--- src/rtl/rtc_pkg.sv ---
// rtc_pkg: shared constants and BCD helpers for the calendar clock.
// Assumes all time values are valid packed BCD; field index 0 is seconds
// and index 5 is the year.
package rtc_pkg;

    localparam int FIELD_W    = 8;
    localparam int NUM_FIELDS = 6;

    localparam int F_SEC  = 0;
    localparam int F_MIN  = 1;
    localparam int F_HOUR = 2;
    localparam int F_DAY  = 3;
    localparam int F_MON  = 4;
    localparam int F_YEAR = 5;

    localparam int A_CTRL    = 0;
    localparam int A_ALMCTL  = 1;
    localparam int A_PEND    = 2;
    localparam int A_TIME0   = 4;
    localparam int A_ALM0    = A_TIME0 + NUM_FIELDS;

    typedef logic [NUM_FIELDS-1:0][FIELD_W-1:0] rtc_fields_t;

    // Add one to a packed-BCD byte (caller handles the field limit).
    function automatic logic [FIELD_W-1:0] bcd_inc(input logic [FIELD_W-1:0] v);
        if (v[3:0] >= 4'd9)
            return {v[7:4] + 4'd1, 4'd0};
        else
            return v + 8'd1;
    endfunction

    // Last day of a month in BCD; February leaps when year % 4 == 0.
    function automatic logic [FIELD_W-1:0] month_last_day(input logic [FIELD_W-1:0] mon,
                                                         input logic [FIELD_W-1:0] yr);
        int ybin;
        ybin = int'(yr[7:4]) * 10 + int'(yr[3:0]);
        case (mon)
            8'h02:                      return ((ybin % 4) == 0) ? 8'h29 : 8'h28;
            8'h04, 8'h06, 8'h09, 8'h11: return 8'h30;
            default:                    return 8'h31;
        endcase
    endfunction

endpackage

--- src/rtl/rtc_advance.sv ---
// rtc_advance: combinational one-second step of the BCD calendar.
// When step is high, seconds increment and carries ripple through
// minute, hour, day (month-length aware), month and year. When step is
// low, the output equals the input. Assumes the current time is valid BCD.
module rtc_advance
    import rtc_pkg::*;
(
    input  rtc_fields_t cur,
    input  logic        step,
    output rtc_fields_t nxt
);

    localparam logic [2:0][FIELD_W-1:0] LOW_LIMITS = {8'h23, 8'h59, 8'h59};

    logic carry;

    // Ripple the carry from seconds to year.
    always_comb begin
        nxt   = cur;
        carry = step;
        for (int i = 0; i < 3; i++) begin
            if (carry) begin
                if (cur[i] >= LOW_LIMITS[i]) begin
                    nxt[i] = '0;
                end else begin
                    nxt[i] = bcd_inc(cur[i]);
                    carry  = 1'b0;
                end
            end
        end
        if (carry) begin
            if (cur[F_DAY] >= month_last_day(cur[F_MON], cur[F_YEAR])) begin
                nxt[F_DAY] = 8'h01;
            end else begin
                nxt[F_DAY] = bcd_inc(cur[F_DAY]);
                carry      = 1'b0;
            end
        end
        if (carry) begin
            if (cur[F_MON] >= 8'h12) begin
                nxt[F_MON] = 8'h01;
            end else begin
                nxt[F_MON] = bcd_inc(cur[F_MON]);
                carry      = 1'b0;
            end
        end
        if (carry) begin
            if (cur[F_YEAR] >= 8'h99)
                nxt[F_YEAR] = 8'h00;
            else
                nxt[F_YEAR] = bcd_inc(cur[F_YEAR]);
        end
    end

endmodule

--- src/rtl/rtc_alarm_cmp.sv ---
// rtc_alarm_cmp: masked equality of the time against the alarm values.
// A field with its enable clear acts as a wildcard. The hit output needs
// at least one enabled field, so an all-wildcard setting never fires.
module rtc_alarm_cmp
    import rtc_pkg::*;
(
    input  rtc_fields_t           cur,
    input  rtc_fields_t           alm,
    input  logic [NUM_FIELDS-1:0] field_en,
    output logic                  hit
);

    logic [NUM_FIELDS-1:0] field_ok;

    // One comparator per field.
    for (genvar g = 0; g < NUM_FIELDS; g++) begin : g_cmp
        assign field_ok[g] = !field_en[g] || (cur[g] == alm[g]);
    end

    // All enabled fields agree and at least one is enabled.
    assign hit = (&field_ok) && (|field_en);

endmodule

--- src/rtl/bcd_rtc_core.sv ---
// bcd_rtc_core: BCD calendar clock with a masked alarm and a byte register
// port. It advances one second per sec_tick while run is set, compares
// the advanced time with the alarm values, and keeps write-one-to-clear
// pending bits for alarm and tick. Assumes sec_tick is a single-cycle
// pulse synchronous to clk. Reset is synchronous and active low.
module bcd_rtc_core
    import rtc_pkg::*;
#(
    parameter int ADDR_W = 4
) (
    input  logic              clk,
    input  logic              rst_n,
    input  logic              sec_tick,
    input  logic              wr_en,
    input  logic [ADDR_W-1:0] addr,
    input  logic [7:0]        wdata,
    output logic [7:0]        rdata,
    output logic              alarm_irq,
    output logic              tick_irq
);

    localparam int ALMCTL_W = NUM_FIELDS + 1;

    localparam rtc_fields_t TIME_RESET = {8'h00, 8'h01, 8'h01, 8'h00, 8'h00, 8'h00};

    rtc_fields_t         time_q;
    rtc_fields_t         time_nxt;
    rtc_fields_t         alm_q;
    logic                run_q;
    logic                tick_en_q;
    logic [ALMCTL_W-1:0] almctl_q;
    logic                pend_alarm_q;
    logic                pend_tick_q;
    logic                step;
    logic                hit;
    logic                wr_pend;

    assign step    = sec_tick && run_q;
    assign wr_pend = wr_en && (addr == ADDR_W'(A_PEND));

    rtc_advance u_adv (
        .cur  (time_q),
        .step (step),
        .nxt  (time_nxt)
    );

    rtc_alarm_cmp u_cmp (
        .cur      (time_nxt),
        .alm      (alm_q),
        .field_en (almctl_q[ALMCTL_W-1:1]),
        .hit      (hit)
    );

    // Time fields: a software write wins over the advance for its own field.
    always_ff @(posedge clk) begin
        if (!rst_n) begin
            time_q <= TIME_RESET;
        end else begin
            for (int i = 0; i < NUM_FIELDS; i++) begin
                if (wr_en && (addr == ADDR_W'(A_TIME0 + i)))
                    time_q[i] <= wdata;
                else
                    time_q[i] <= time_nxt[i];
            end
        end
    end

    // Alarm compare values.
    always_ff @(posedge clk) begin
        if (!rst_n) begin
            alm_q <= '0;
        end else begin
            for (int i = 0; i < NUM_FIELDS; i++) begin
                if (wr_en && (addr == ADDR_W'(A_ALM0 + i)))
                    alm_q[i] <= wdata;
            end
        end
    end

    // Control and alarm-control registers.
    always_ff @(posedge clk) begin
        if (!rst_n) begin
            run_q     <= 1'b0;
            tick_en_q <= 1'b0;
            almctl_q  <= '0;
        end else if (wr_en) begin
            if (addr == ADDR_W'(A_CTRL)) begin
                run_q     <= wdata[0];
                tick_en_q <= wdata[1];
            end
            if (addr == ADDR_W'(A_ALMCTL))
                almctl_q <= wdata[ALMCTL_W-1:0];
        end
    end

    // Pending bits: set on an event, cleared by writing one; set wins.
    always_ff @(posedge clk) begin
        if (!rst_n) begin
            pend_alarm_q <= 1'b0;
            pend_tick_q  <= 1'b0;
        end else begin
            if (step && hit)
                pend_alarm_q <= 1'b1;
            else if (wr_pend && wdata[0])
                pend_alarm_q <= 1'b0;
            if (step)
                pend_tick_q <= 1'b1;
            else if (wr_pend && wdata[1])
                pend_tick_q <= 1'b0;
        end
    end

    // Combinational read mux.
    always_comb begin
        rdata = '0;
        if (addr == ADDR_W'(A_CTRL))   rdata = {6'b0, tick_en_q, run_q};
        if (addr == ADDR_W'(A_ALMCTL)) rdata = 8'(almctl_q);
        if (addr == ADDR_W'(A_PEND))   rdata = {6'b0, pend_tick_q, pend_alarm_q};
        for (int i = 0; i < NUM_FIELDS; i++) begin
            if (addr == ADDR_W'(A_TIME0 + i)) rdata = time_q[i];
            if (addr == ADDR_W'(A_ALM0 + i))  rdata = alm_q[i];
        end
    end

    // Interrupt outputs.
    assign alarm_irq = pend_alarm_q && almctl_q[0];
    assign tick_irq  = pend_tick_q && tick_en_q;

    // A stopped clock with no writes keeps its time.
    assert_stopped_hold_R3: assert property (@(posedge clk) disable iff (!rst_n)
        (!run_q && !wr_en) |=> $stable(time_q));

    // Seconds at 59 on an advancing tick wrap to 00.
    assert_sec_wrap_R4: assert property (@(posedge clk) disable iff (!rst_n)
        (step && !wr_en && time_q[F_SEC] == 8'h59) |=> (time_q[F_SEC] == 8'h00));

    // The alarm interrupt rises only after a tick or a register write.
    assert_irq_cause_R9: assert property (@(posedge clk) disable iff (!rst_n)
        $rose(alarm_irq) |-> $past(sec_tick || wr_en));

    // Writing one to the alarm pending bit clears it when no tick collides.
    assert_w1c_R10: assert property (@(posedge clk) disable iff (!rst_n)
        (wr_pend && wdata[0] && !step) |=> !pend_alarm_q);

    // Every advancing tick leaves the tick pending bit set.
    assert_tick_set_R11: assert property (@(posedge clk) disable iff (!rst_n)
        step |=> pend_tick_q);

endmodule

--- config.mk ---
export PLATFORM = sky130hd
export DESIGN_NAME = bcd_rtc_core
export DESIGN_NICKNAME = d
export VERILOG_FILES = /design/src/rtl/rtc_pkg.sv /design/src/rtl/rtc_advance.sv /design/src/rtl/rtc_alarm_cmp.sv /design/src/rtl/bcd_rtc_core.sv
export SDC_FILE = /design/constraint.sdc
export NUM_CORES = 1
export LEC_CHECK = 0
export ABC_AREA = 1
export CAP_MARGIN = 20
export CORE_MARGIN = 5
export CORE_UTILIZATION = 25
export DETAILED_ROUTE_END_ITERATION = 10
export GPL_TIMING_DRIVEN = 0
export HOLD_SLACK_MARGIN = 0.12
export PLACE_DENSITY_LB_ADDON = 0.3
export SETUP_SLACK_MARGIN = 0.1
export SLEW_MARGIN = 10
export SYNTH_ARGS = -nofsm -noshare
export SYNTH_HDL_FRONTEND = slang
export SYNTH_SLANG_ARGS = --single-unit
export TNS_END_PERCENT = 100
--- constraint.sdc ---
create_clock -name clk -period 3.92 [get_ports clk]
set_input_delay 0.784 -clock clk [delete_from_list [all_inputs] [get_ports clk]]
set_output_delay 0.784 -clock clk [all_outputs]
set_load 0.05 [all_outputs]
# Word-level counts from Yosys, hierarchy flattened
# Index checks and enable logic that the tools add are counted.
[word_totals] register_bits=107 inputBits=16 out_inout_bits=10 elab_cells=167
[op_classes] order_cmp=12 multipliers=1 muxes=56 eq_ne=25 reduce_logical=42 add_sub_neg=13 bitwise=1
[ops] cell="2-to-1 mux 8 bit" n=39
[ops] cell="adder 8 x 1 -> 8 bit, second input constant" n=6
[ops] cell="== test 8 bit" n=6
[ops] cell="adder 32 x 5 -> 32 bit" n=1
[ops] cell="== test 4 bit, second input constant" n=8
[ops] cell="logical NOT 32 bit" n=1
[ops] cell="adder 4 x 1 -> 4 bit, second input constant" n=6
[ops] cell="greater-or-equal comparator 4 bit, second input constant" n=6
[ops] cell="logical AND 1 bit" n=20
[ops] cell="== test 4 x 3 -> 1 bit, second input constant" n=4
[ops] cell="== test 8 x 3 -> 1 bit, second input constant" n=2
[ops] cell="greater-or-equal comparator 8 x 7 -> 1 bit, second input constant" n=2
[ops] cell="case mux 8 bit (2 select lines)" n=1
[ops] cell="2-to-1 mux 1 bit" n=15
[ops] cell="== test 8 x 2 -> 1 bit, second input constant" n=1
[ops] cell="== test 8 x 4 -> 1 bit, second input constant" n=1
[ops] cell="== test 8 x 5 -> 1 bit, second input constant" n=1
[ops] cell="greater-or-equal comparator 8 x 5 -> 1 bit, second input constant" n=1
[ops] cell="greater-or-equal comparator 8 x 6 -> 1 bit, second input constant" n=1
[ops] cell="greater-or-equal comparator 8 bit" n=1
[ops] cell="greater-or-equal comparator 8 bit, second input constant" n=1
[ops] cell="multiplier 4 x 3 -> 7 bit, second input constant" n=1
[ops] cell="logical NOT 1 bit" n=6
[ops] cell="logical OR 1 bit" n=6
[ops] cell="11 further kinds" n=13

# Logic depth before layout (Yosys ltp)
# Gate-level depths: netlist of the first run.
[depth] word_depth=19 depth_mapped=28 ltp_nobuf=28

# By module
# From an unflattened synthesis of the first run, not the netlist that was laid out.
[hier_totals] cells_unflattened=1263 hier_area_um2=7818.7
[by_module_without_submodules] mod="bcd_rtc_core" cells_per_inst=699 seq_area_each_um2=2142.1 area_each_um2=4757.1 n_inst=1
[by_module_without_submodules] mod="rtc_advance" cells_per_inst=415 seq_area_each_um2=0.0 area_each_um2=2307.2 n_inst=1
[by_module_without_submodules] mod="rtc_alarm_cmp" cells_per_inst=149 seq_area_each_um2=0.0 area_each_um2=754.5 n_inst=1

# Worst setup path before layout of the first run
# Ideal clock, no wire load.
[synth_path] path_type="input to output" startpoint="input addr[2]" endpoint="output rdata[2]" path_slack_ns=0.811 t_arrival_ns=2.325 required_time_ns=3.136 n_path_buf=1 cell_stages=11 path_cell_list="inv_1 -> nor2_1 -> inv_1 -> nor2_1 -> inv_1 -> clkbuf_1 -> o21ai_0 -> o22ai_1 -> nand4_1 -> nor4_1 -> o21ai_0"
[synth_between] elab_chain_len=15 elab_cells_between_ends=28 classes_between="eq/ne (14); mux (14)"
[synth_rtl] element="start, declared" line_no="bcd_rtc_core.sv:15" source="input logic [ADDR_W-1:0] addr,"
[synth_rtl] element="== test 4 x 1 -> 1 bit" line_no="bcd_rtc_core.sv:117" source="if (addr == ADDR_W'(A_ALMCTL)) rdata = 8'(almctl_q);"
[synth_rtl] element="2-to-1 mux 8 bit" line_no="bcd_rtc_core.sv:117"
[synth_rtl] element="2-to-1 mux 8 bit" line_no="bcd_rtc_core.sv:118" source="if (addr == ADDR_W'(A_PEND)) rdata = {6'b0, pend_tick_q, pend_alarm_q};"
[synth_rtl] element="2-to-1 mux 8 bit" line_no="bcd_rtc_core.sv:120" source="if (addr == ADDR_W'(A_TIME0 + i)) rdata = time_q[i];"
[synth_rtl] element="2-to-1 mux 8 bit" line_no="bcd_rtc_core.sv:121" source="if (addr == ADDR_W'(A_ALM0 + i)) rdata = alm_q[i];"
[synth_rtl] element="2-to-1 mux 8 bit" line_no="bcd_rtc_core.sv:120"
[synth_rtl] element="2-to-1 mux 8 bit" line_no="bcd_rtc_core.sv:121"
[synth_rtl] element="2-to-1 mux 8 bit" line_no="bcd_rtc_core.sv:120"
[synth_rtl] element="2-to-1 mux 8 bit" line_no="bcd_rtc_core.sv:121"
[synth_rtl] element="2-to-1 mux 8 bit" line_no="bcd_rtc_core.sv:120"
[synth_rtl] element="2-to-1 mux 8 bit" line_no="bcd_rtc_core.sv:121"
[synth_rtl] element="2-to-1 mux 8 bit" line_no="bcd_rtc_core.sv:120"
[synth_rtl] element="2-to-1 mux 8 bit" line_no="bcd_rtc_core.sv:121"
[synth_rtl] element="2-to-1 mux 8 bit" line_no="bcd_rtc_core.sv:120"
[synth_rtl] element="2-to-1 mux 8 bit *" line_no="bcd_rtc_core.sv:121"
[synth_rtl] element="end, declared" line_no="bcd_rtc_core.sv:17" source="output logic [7:0] rdata,"
# Mark *: on every way between the ends. The rest lies on a longest branch, timed or not.

# Final worst setup path of the first run
[layout_path] startpoint="input addr[0]" endpoint="output rdata[1]"
[layout_between] elab_chain_len=16 elab_cells_between_ends=30 classes_between="eq/ne (14); mux (15); reduce/logical (1)"
[layout_rtl] element="logical NOT 4 bit" line_no="bcd_rtc_core.sv:116" source="if (addr == ADDR_W'(A_CTRL)) rdata = {6'b0, tick_en_q, run_q};"
[layout_rtl] element="2-to-1 mux 2 bit" line_no="bcd_rtc_core.sv:116"
[layout_rtl] element="2-to-1 mux 8 bit" line_no="bcd_rtc_core.sv:117"
[layout_rtl] element="2-to-1 mux 8 bit" line_no="bcd_rtc_core.sv:118"
[layout_rtl] element="2-to-1 mux 8 bit" line_no="bcd_rtc_core.sv:120"
[layout_rtl] element="2-to-1 mux 8 bit" line_no="bcd_rtc_core.sv:121"
[layout_rtl] element="2-to-1 mux 8 bit" line_no="bcd_rtc_core.sv:120"
[layout_rtl] element="2-to-1 mux 8 bit" line_no="bcd_rtc_core.sv:121"
[layout_rtl] element="2-to-1 mux 8 bit" line_no="bcd_rtc_core.sv:120"
[layout_rtl] element="2-to-1 mux 8 bit" line_no="bcd_rtc_core.sv:121"
[layout_rtl] element="2-to-1 mux 8 bit" line_no="bcd_rtc_core.sv:120"
[layout_rtl] element="2-to-1 mux 8 bit" line_no="bcd_rtc_core.sv:121"
[layout_rtl] element="2-to-1 mux 8 bit" line_no="bcd_rtc_core.sv:120"
[layout_rtl] element="2-to-1 mux 8 bit" line_no="bcd_rtc_core.sv:121"
[layout_rtl] element="2-to-1 mux 8 bit" line_no="bcd_rtc_core.sv:120"
[layout_rtl] element="2-to-1 mux 8 bit *" line_no="bcd_rtc_core.sv:121"
# Marks and branches as above.

==> impl_metrics.json, run 1 <==
{
  "status": "finished, final reports clean",
  "postRouteAntennaNets": 0,
  "synth_compound_area_frac": 0.188,
  "fin_nets": 1359,
  "fp.dieH_microns": 186,
  "p_seq_frac": 0.443,
  "initial_core_util": 0.254,
  "final_common_cell": "nand2_1",
  "crit_path_top_delay_cell": "dlygate4sd2_1",
  "post-route-period-util": 0.966,
  "yosys_warnings": 0,
  "arrival_ns": 3.00,
  "cts_hold_buf": 0,
  "synth_xor_area_frac": 0.0316,
  "power_density_nw_per_um2": 287,
  "cp_max_fo": 8,
  "synth.distinct_cells": 39,
  "cts_made_buffers": 9,
  "instances_no_fill": 1709,
  "reg2reg_from": "time_q[35]",
  "met1_usage": 0.227,
  "syn_area_sq_um": 7750,
  "drv_cap": 0,
  "relSlewSlack": 0.379,
  "areaGrowthSynthToFinish_pct": 15.4,
  "worstHoldStart": "tick_en_q",
  "max_freq_mhz": 264,
  "crit_top_cell": "inv_1",
  "syn-instance-count": 1273,
  "grt_usage": 0.159,
  "setup_viol_count_final": 0,
  "worst_pin_slew_ns": 0.931,
  "overflow": 0,
  "async_reset_ff_frac": 0,
  "ir_drop_v": 0.000216,
  "insertion_delay_ns": 0.37,
  "die_area_sq_um": 34600,
  "critPathKind": "input pin to output port",
  "cp-start-kind": "input pin",
  "design_area_sq_um": 8950,
  "vias_per_cell": 4.79,
  "grt_max_degree": 17,
  "wl_per_cell_microns": 16.2,
  "cts_tree": "yes",
  "die_w_microns": 186,
  "muxShareOfSynthArea": 0,
  "path_clk_slew_ns": 0.07,
  "first_pass_iters": 5,
  "fin_skew_ns": 0.00796,
  "cp.required_ns": 3.14,
  "postLayoutCoreUtil": 0.292,
  "hold_end": "tick_en_q",
  "crit_start": "addr[0]",
  "reg2reg_depth": 25,
  "synth_flop_cell": "dfxtp_1",
  "top_usage_layer": "met2",
  "intPower_mw": 1.85,
  "p_sw_frac": 0.278,
  "syn_avg_cell_area_sq_um": 6.09,
  "layout-drive-gt1-share": 0.0625,
  "drc_errors": 0,
  "drtIter0Drc": 717,
  "rows": 64,
  "place_area_sq_um": 8480,
  "final_cell_mix": "347 x nand2_1, 186 x inv_1, 122 x o21ai_0, 111 x a21oi_1, 107 x dfxtp_1",
  "r2r_setup_slack_ns": 0.50,
  "dp_cells": 1692,
  "worstPathCellList": "dlygate4sd2_1 -> inv_1 -> nor2_1 -> inv_1 -> nor2_4 -> inv_2 -> o22ai_1 -> nand4_1 -> nor4_2 -> o2111ai_1 -> buf_4",
  "p_leak_nw": 4.11,
  "vias": 8192,
  "synth-seq-cells": 107,
  "clock_sinks": 107,
  "pwr-share-comb": 0.131,
  "core_area_sq_um": 30600,
  "crit-reg2reg-capture": "pend_alarm_q",
  "crit_path_max_incr_delay_ns": 0.33,
  "hold_class": "flop to flop",
  "drt-total-wl_mm": 27.6,
  "synth-edff-count": 0,
  "use_met2": 0.248,
  "io_pins": 26,
  "port_buffers": 23,
  "antenna_found_initial": 0,
  "synth_top_family_by_area": "simple AND/OR/NAND/NOR gates",
  "whs_path_depth": 2,
  "synth-simple-area-share": 0.330,
  "antenna_cells": 0,
  "cts_root_buffer": "clkbuf_16",
  "place_hpwl_mm": 21.3,
  "grt_pass1_vias": 7592,
  "min_period_ns": 3.79,
  "synth_fa_ha_area_frac": 0.0565,
  "gp_congestion": 0.873,
  "clkPwrFrac": 0.427,
  "use_met3": 0.0307,
  "hold_viol_final": 0,
  "drv_slew": 0,
  "power.switching_mw": 0.714,
  "synth-seq-area-share": 0.276,
  "cts_max_level": 3,
  "synthesis.nets": 1324,
  "grt_pass1_wl_mm": 43.0,
  "critPathCaptureType": "output port",
  "cts_buffer_depth": 2,
  "rsz0062_at_grt": "yes",
  "holdWs_ns": 0.488
}
## worst max path at each step
stage / endpoint / depth (start not counted) / slack (ns)
final: rdata[1] / 11 / 0.13
after global routing: pend_alarm_q / 25 / 0.05
after CTS: rdata[4] / 11 / 0.15
after detailed placement: rdata[4] / 11 / -1.05
after global placement: rdata[4] / 11 / -1.06
after floorplan: rdata[2] / 11 / 0.81
## state kept, by name (all words and copies together), names as in the netlist
signal	count
alm_q	48
time_q	48
almctl_q	7
pend_alarm_q	1
pend_tick_q	1
run_q	1
tick_en_q	1
## worst max-delay path, delay by kind of cell
kind                   cells  cell delay [ns]
buffers and inverters      5             0.94
AO/OA/AOI/OAI              2             0.43
AND/OR/NAND/NOR            4             0.85
## power by group through the flow
| stage | clock (mW) | combinational, mW | sequential, mW |
|---|---|---|---|
| after floorplan | 0 | 0.208 | 1.15 |
| after global placement | 0 | 0.325 | 1.16 |
| after detailed placement | 0 | 0.326 | 1.16 |
| after CTS | 1.11 | 0.330 | 1.13 |
| after global routing | 1.15 | 0.369 | 1.14 |
| final | 1.09 | 0.335 | 1.14 |
## metal layers
metal	vias up	routed length (microns)
li1	4193	-
met1	3726	13000
met2	232	12000
met3	41	1890
met4	0	679
met5	-	0
## cells in the mapped netlist (3+ instances only)
| cell type | number | area share |
|---|---|---|
| nand4_1 | 19 | 0.015 |
| o22ai_1 | 10 | 0.0081 |
| nor3_1 | 8 | 0.0052 |
| nand2_1 | 350 | 0.17 |
| xor2_1 | 25 | 0.028 |
| inv_2 | 4 | 0.0019 |
| xnor2_1 | 3 | 0.0034 |
| nand3b_1 | 3 | 0.0029 |
| nand3_1 | 98 | 0.063 |
| a21oi_1 | 111 | 0.072 |
| dfxtp_1 | 107 | 0.28 |
| buf_2 | 3 | 0.0019 |
| nor4_1 | 5 | 0.0040 |
| clkbuf_1 | 34 | 0.016 |
| o21ai_0 | 123 | 0.079 |
| nand2_2 | 5 | 0.0040 |
| nor2_1 | 93 | 0.045 |
| nand3_2 | 3 | 0.0039 |
| o211ai_1 | 14 | 0.014 |
| inv_1 | 189 | 0.091 |
| ha_1 | 35 | 0.056 |
| o2111ai_1 | 6 | 0.0068 |
## cell type report
cell class                      count  area (sq um)
Buffer                             42           184
Clock buffer                       12           246
Clock inverter                      4          97.6
Fill cell                        3461         21600
Inverter                          195           732
Multi-Input combinational cell    929          4840
Sequential cell                   107          2140
Tap cell                          396           495
Timing Repair Buffer               24           205
## logic make-up after synthesis
| kind of cell | after synthesis |
|---|---|
| AOI/OAI and AO/OA | 272 |
| xor gates and xnor gates | 28 |
| adders and majority gates | 35 |
| buffers and inverters | 237 |
| DFF | 107 |
| and+or+nand+nor | 594 |
## stage by stage
| stage | setup TNS, ns | total power, mW | setup slack (ns) |
|---|---|---|---|
| after floorplan | 0 | 1.36 | 0.811 |
| after global placement | -6.25 | 1.48 | -1.06 |
| after detailed placement | -6.11 | 1.49 | -1.05 |
| after CTS | 0 | 2.57 | 0.152 |
| after global routing | 0 | 2.65 | 0.0522 |
| final | 0 | 2.56 | 0.133 |
## timing repair
action	in CTS	in global routing
pin swaps	9	7
resized for setup	76	11
setup buffers	1	0
gates cloned	0	0
setup endpoints to repair	8	8
Note: power is estimated with default switching activity, not from simulation.
==> inputs of run 2 (changes only) <==
--- a/config.mk
+++ b/config.mk
@@ -7,6 +7,5 @@
 export LEC_CHECK = 0
 export ABC_AREA = 1
-export CAP_MARGIN = 20
-export CORE_MARGIN = 5
+export CAP_MARGIN = 10
 export CORE_UTILIZATION = 25
 export DETAILED_ROUTE_END_ITERATION = 10
==> constraint.sdc (replaced) <==
create_clock -name clk -period 3.92 [get_ports clk]
set_input_delay 1.176 -clock clk [delete_from_list [all_inputs] [get_ports clk]]
set_output_delay 1.176 -clock clk [all_outputs]
set_load 0.05 [all_outputs]
==> run 2 against run 1 <==
The flow now finishes with violations (negative setup slack). Setup slack worse by 0.39 ns. Clock power down 20%. Hold slack worse by 0.0034 ns. Final cell count increased by 0.47%. Critical endpoint is now rdata[3]. Critical path type unchanged. First-iteration DRC count fell by 3.6%.
==> impl_metrics.json, run 2 (synthesis results as in run 1) <==
{
  "ir_drop_v": 0.000192,
  "critPathKind": "input pin to output port",
  "crit_top_cell": "buf_6",
  "overflow": 0,
  "vias_per_cell": 4.80,
  "initial_core_util": 0.254,
  "cts_tree": "yes",
  "die_area_sq_um": 31700,
  "post-route-period-util": 1.07,
  "place_hpwl_mm": 20.9,
  "first_pass_iters": 5,
  "cts_buffer_depth": 2,
  "critPathCaptureType": "output port",
  "drtIter0Drc": 691,
  "fin_skew_ns": 0.0124,
  "final_cell_mix": "345 x nand2_1, 180 x inv_1, 107 x o21ai_0, 106 x a21oi_1, 106 x dfxtp_1",
  "crit_path_top_delay_cell": "nor3_2",
  "relSlewSlack": 0.386,
  "max_freq_mhz": 239,
  "drc_errors": 0,
  "drt-total-wl_mm": 27.4,
  "crit_path_max_incr_delay_ns": 0.25,
  "path_clk_slew_ns": 0.07,
  "final_common_cell": "nand2_1",
  "p_leak_nw": 4.21,
  "gp_congestion": 0.923,
  "fp.dieH_microns": 178,
  "worst_pin_slew_ns": 0.920,
  "die_w_microns": 178,
  "vias": 8235,
  "wl_per_cell_microns": 16.0,
  "layout-drive-gt1-share": 0.101,
  "port_buffers": 23,
  "insertion_delay_ns": 0.37,
  "rsz0062_at_grt": "yes",
  "cts_max_level": 3,
  "path_buf_inv": 5,
  "postRouteAntennaNets": 0,
  "setup_viol_count_final": 7,
  "clock_sinks": 107,
  "fillers": 3408,
  "violations": "negative setup slack",
  "areaGrowthSynthToFinish_pct": 20.1,
  "min_period_ns": 4.18,
  "cp.required_ns": 2.74,
  "core_area_sq_um": 30600,
  "status": "finished, violations left",
  "grt_max_degree": 17,
  "cp_max_fo": 3,
  "total_power_mw": 2.38,
  "io_pins": 26,
  "antenna_cells": 0,
  "rows": 64,
  "grt_usage": 0.177,
  "drv_cap": 0,
  "grt_pass1_wl_mm": 42.8,
  "power_density_nw_per_um2": 256,
  "reg_top3": "alm_q (48), time_q (48), almctl_q (7)",
  "worstPathCellList": "buf_8 -> inv_8 -> nor2_4 -> nand2_4 -> buf_12 -> buf_6 -> o22ai_4 -> a21oi_2 -> o21ai_2 -> o22ai_2 -> nand4_1 -> nor3_2 -> o221ai_2 -> buf_6",
  "cp-start-kind": "input pin",
  "path_delay_family": "compound AO/OA/AOI/OAI gates",
  "cts_made_buffers": 9,
  "postLayoutCoreUtil": 0.304,
  "drv_slew": 0,
  "grt_pass1_vias": 7685,
  "fin_nets": 1368,
  "setup_ws_ns": -0.255,
  "hold_class": "flop to flop",
  "arrival_ns": 3.00,
  "antenna_found_initial": 0,
  "hold_viol_final": 0,
  "cts_root_buffer": "clkbuf_16",
  "dp_slack_ns": -1.67
}
-- run 2: changes by cell type in the layout (fill, tap and decap cells not counted), moves of 6 or more --
cell,change
nor2_1,-6
o21ai_0,-15
inv_1,-6
buf_6,+12
o21ai_1,+9
-- run 2: layout make-up --
cell class              count  area, sq um  area share
plain buffers              42          193      0.0207
clock buffers              11          233      0.0250
clock inverters             4         28.8     0.00309
inverters                 195          754      0.0810
multi-input cells         929         5090       0.547
flip-flops and latches    107         2140       0.230
well taps                 396          495      0.0532
repair buffers             33          373      0.0400
-- run 2: metal layers --
layer | routed length, microns | track usage
met5 | 0 | 0
met3 | 1590 | 0.0228
met1 | 13000 | 0.245
met4 | 711 | 0.0577
met2 | 12100 | 0.281
-- run 2: what timing repair did --
| action | 4_1_cts | 5_1_grt |
|---|---|---|
| resized for setup | 174 | 33 |
| endpoints found under the setup margin | 8 | 9 |
| hold buffers | 0 | 0 |
| setup buffers | 10 | 1 |
| pin swaps | 27 | 30 |
| hold endpoints to repair | 0 | 0 |
-- run 2: path summary, 6_finish.rpt --
| check | from | to | slack [ns] | cells past startpoint |
|---|---|---|---|---|
| setup / recovery | addr[0] | rdata[3] | -0.26 | 14 |
| hold / removal | run_q | run_q | 0.48 | 2 |
| setup reg to reg | time_q[37] | pend_alarm_q | 0.54 | 25 |
| hold reg to reg | run_q | run_q | 0.48 | 2 |
-- run 2: metrics by stage --
step | cells | area [sq um] | hold slack, ns | setup TNS [ns]
6_report | 1717 | 9310 | 0.485 | -1.13
2_1_floorplan | 1273 | 7760 | 0.444 | 0
4_1_cts | 1717 | 9190 | 0.486 | -1.87
3_5_place_dp | 1692 | 8490 | 0.475 | -12.18
5_1_grt | 1717 | 9310 | 0.516 | -1.51
3_3_place_gp | 1692 | 8490 | 0.469 | -12.14
-- run 2: power by group --
| group | switching [mW] | leakage, nW | total [mW] | internal [mW] |
|---|---|---|---|---|
| Combinational | 0.251 | 3.22 | 0.367 | 0.116 |
| Clock | 0.447 | 0.122 | 0.877 | 0.430 |
| Sequential | 0.0256 | 0.866 | 1.14 | 1.11 |
-- run 2: worst reg2reg max path: stages (launching register included) --
cell	delay, ns
dfxtp_1	0.35
inv_1	0.19
ha_1	0.19
nand2_1	0.08
nor3_2	0.16
inv_1	0.10
nand2_1	0.07
o21ai_0	0.09
ha_1	0.28
inv_1	0.03
nor2_1	0.08
nand2_1	0.08
nor2_2	0.18
nand3b_1	0.25
nand3_4	0.21
nand2_1	0.13
nand2_1	0.07
nand2_1	0.06
nand2_1	0.05
inv_1	0.05
nand2_1	0.04
nor2_1	0.16
nand2_1	0.10
nand2_1	0.07
nand3_1	0.11
a21oi_2	0.13
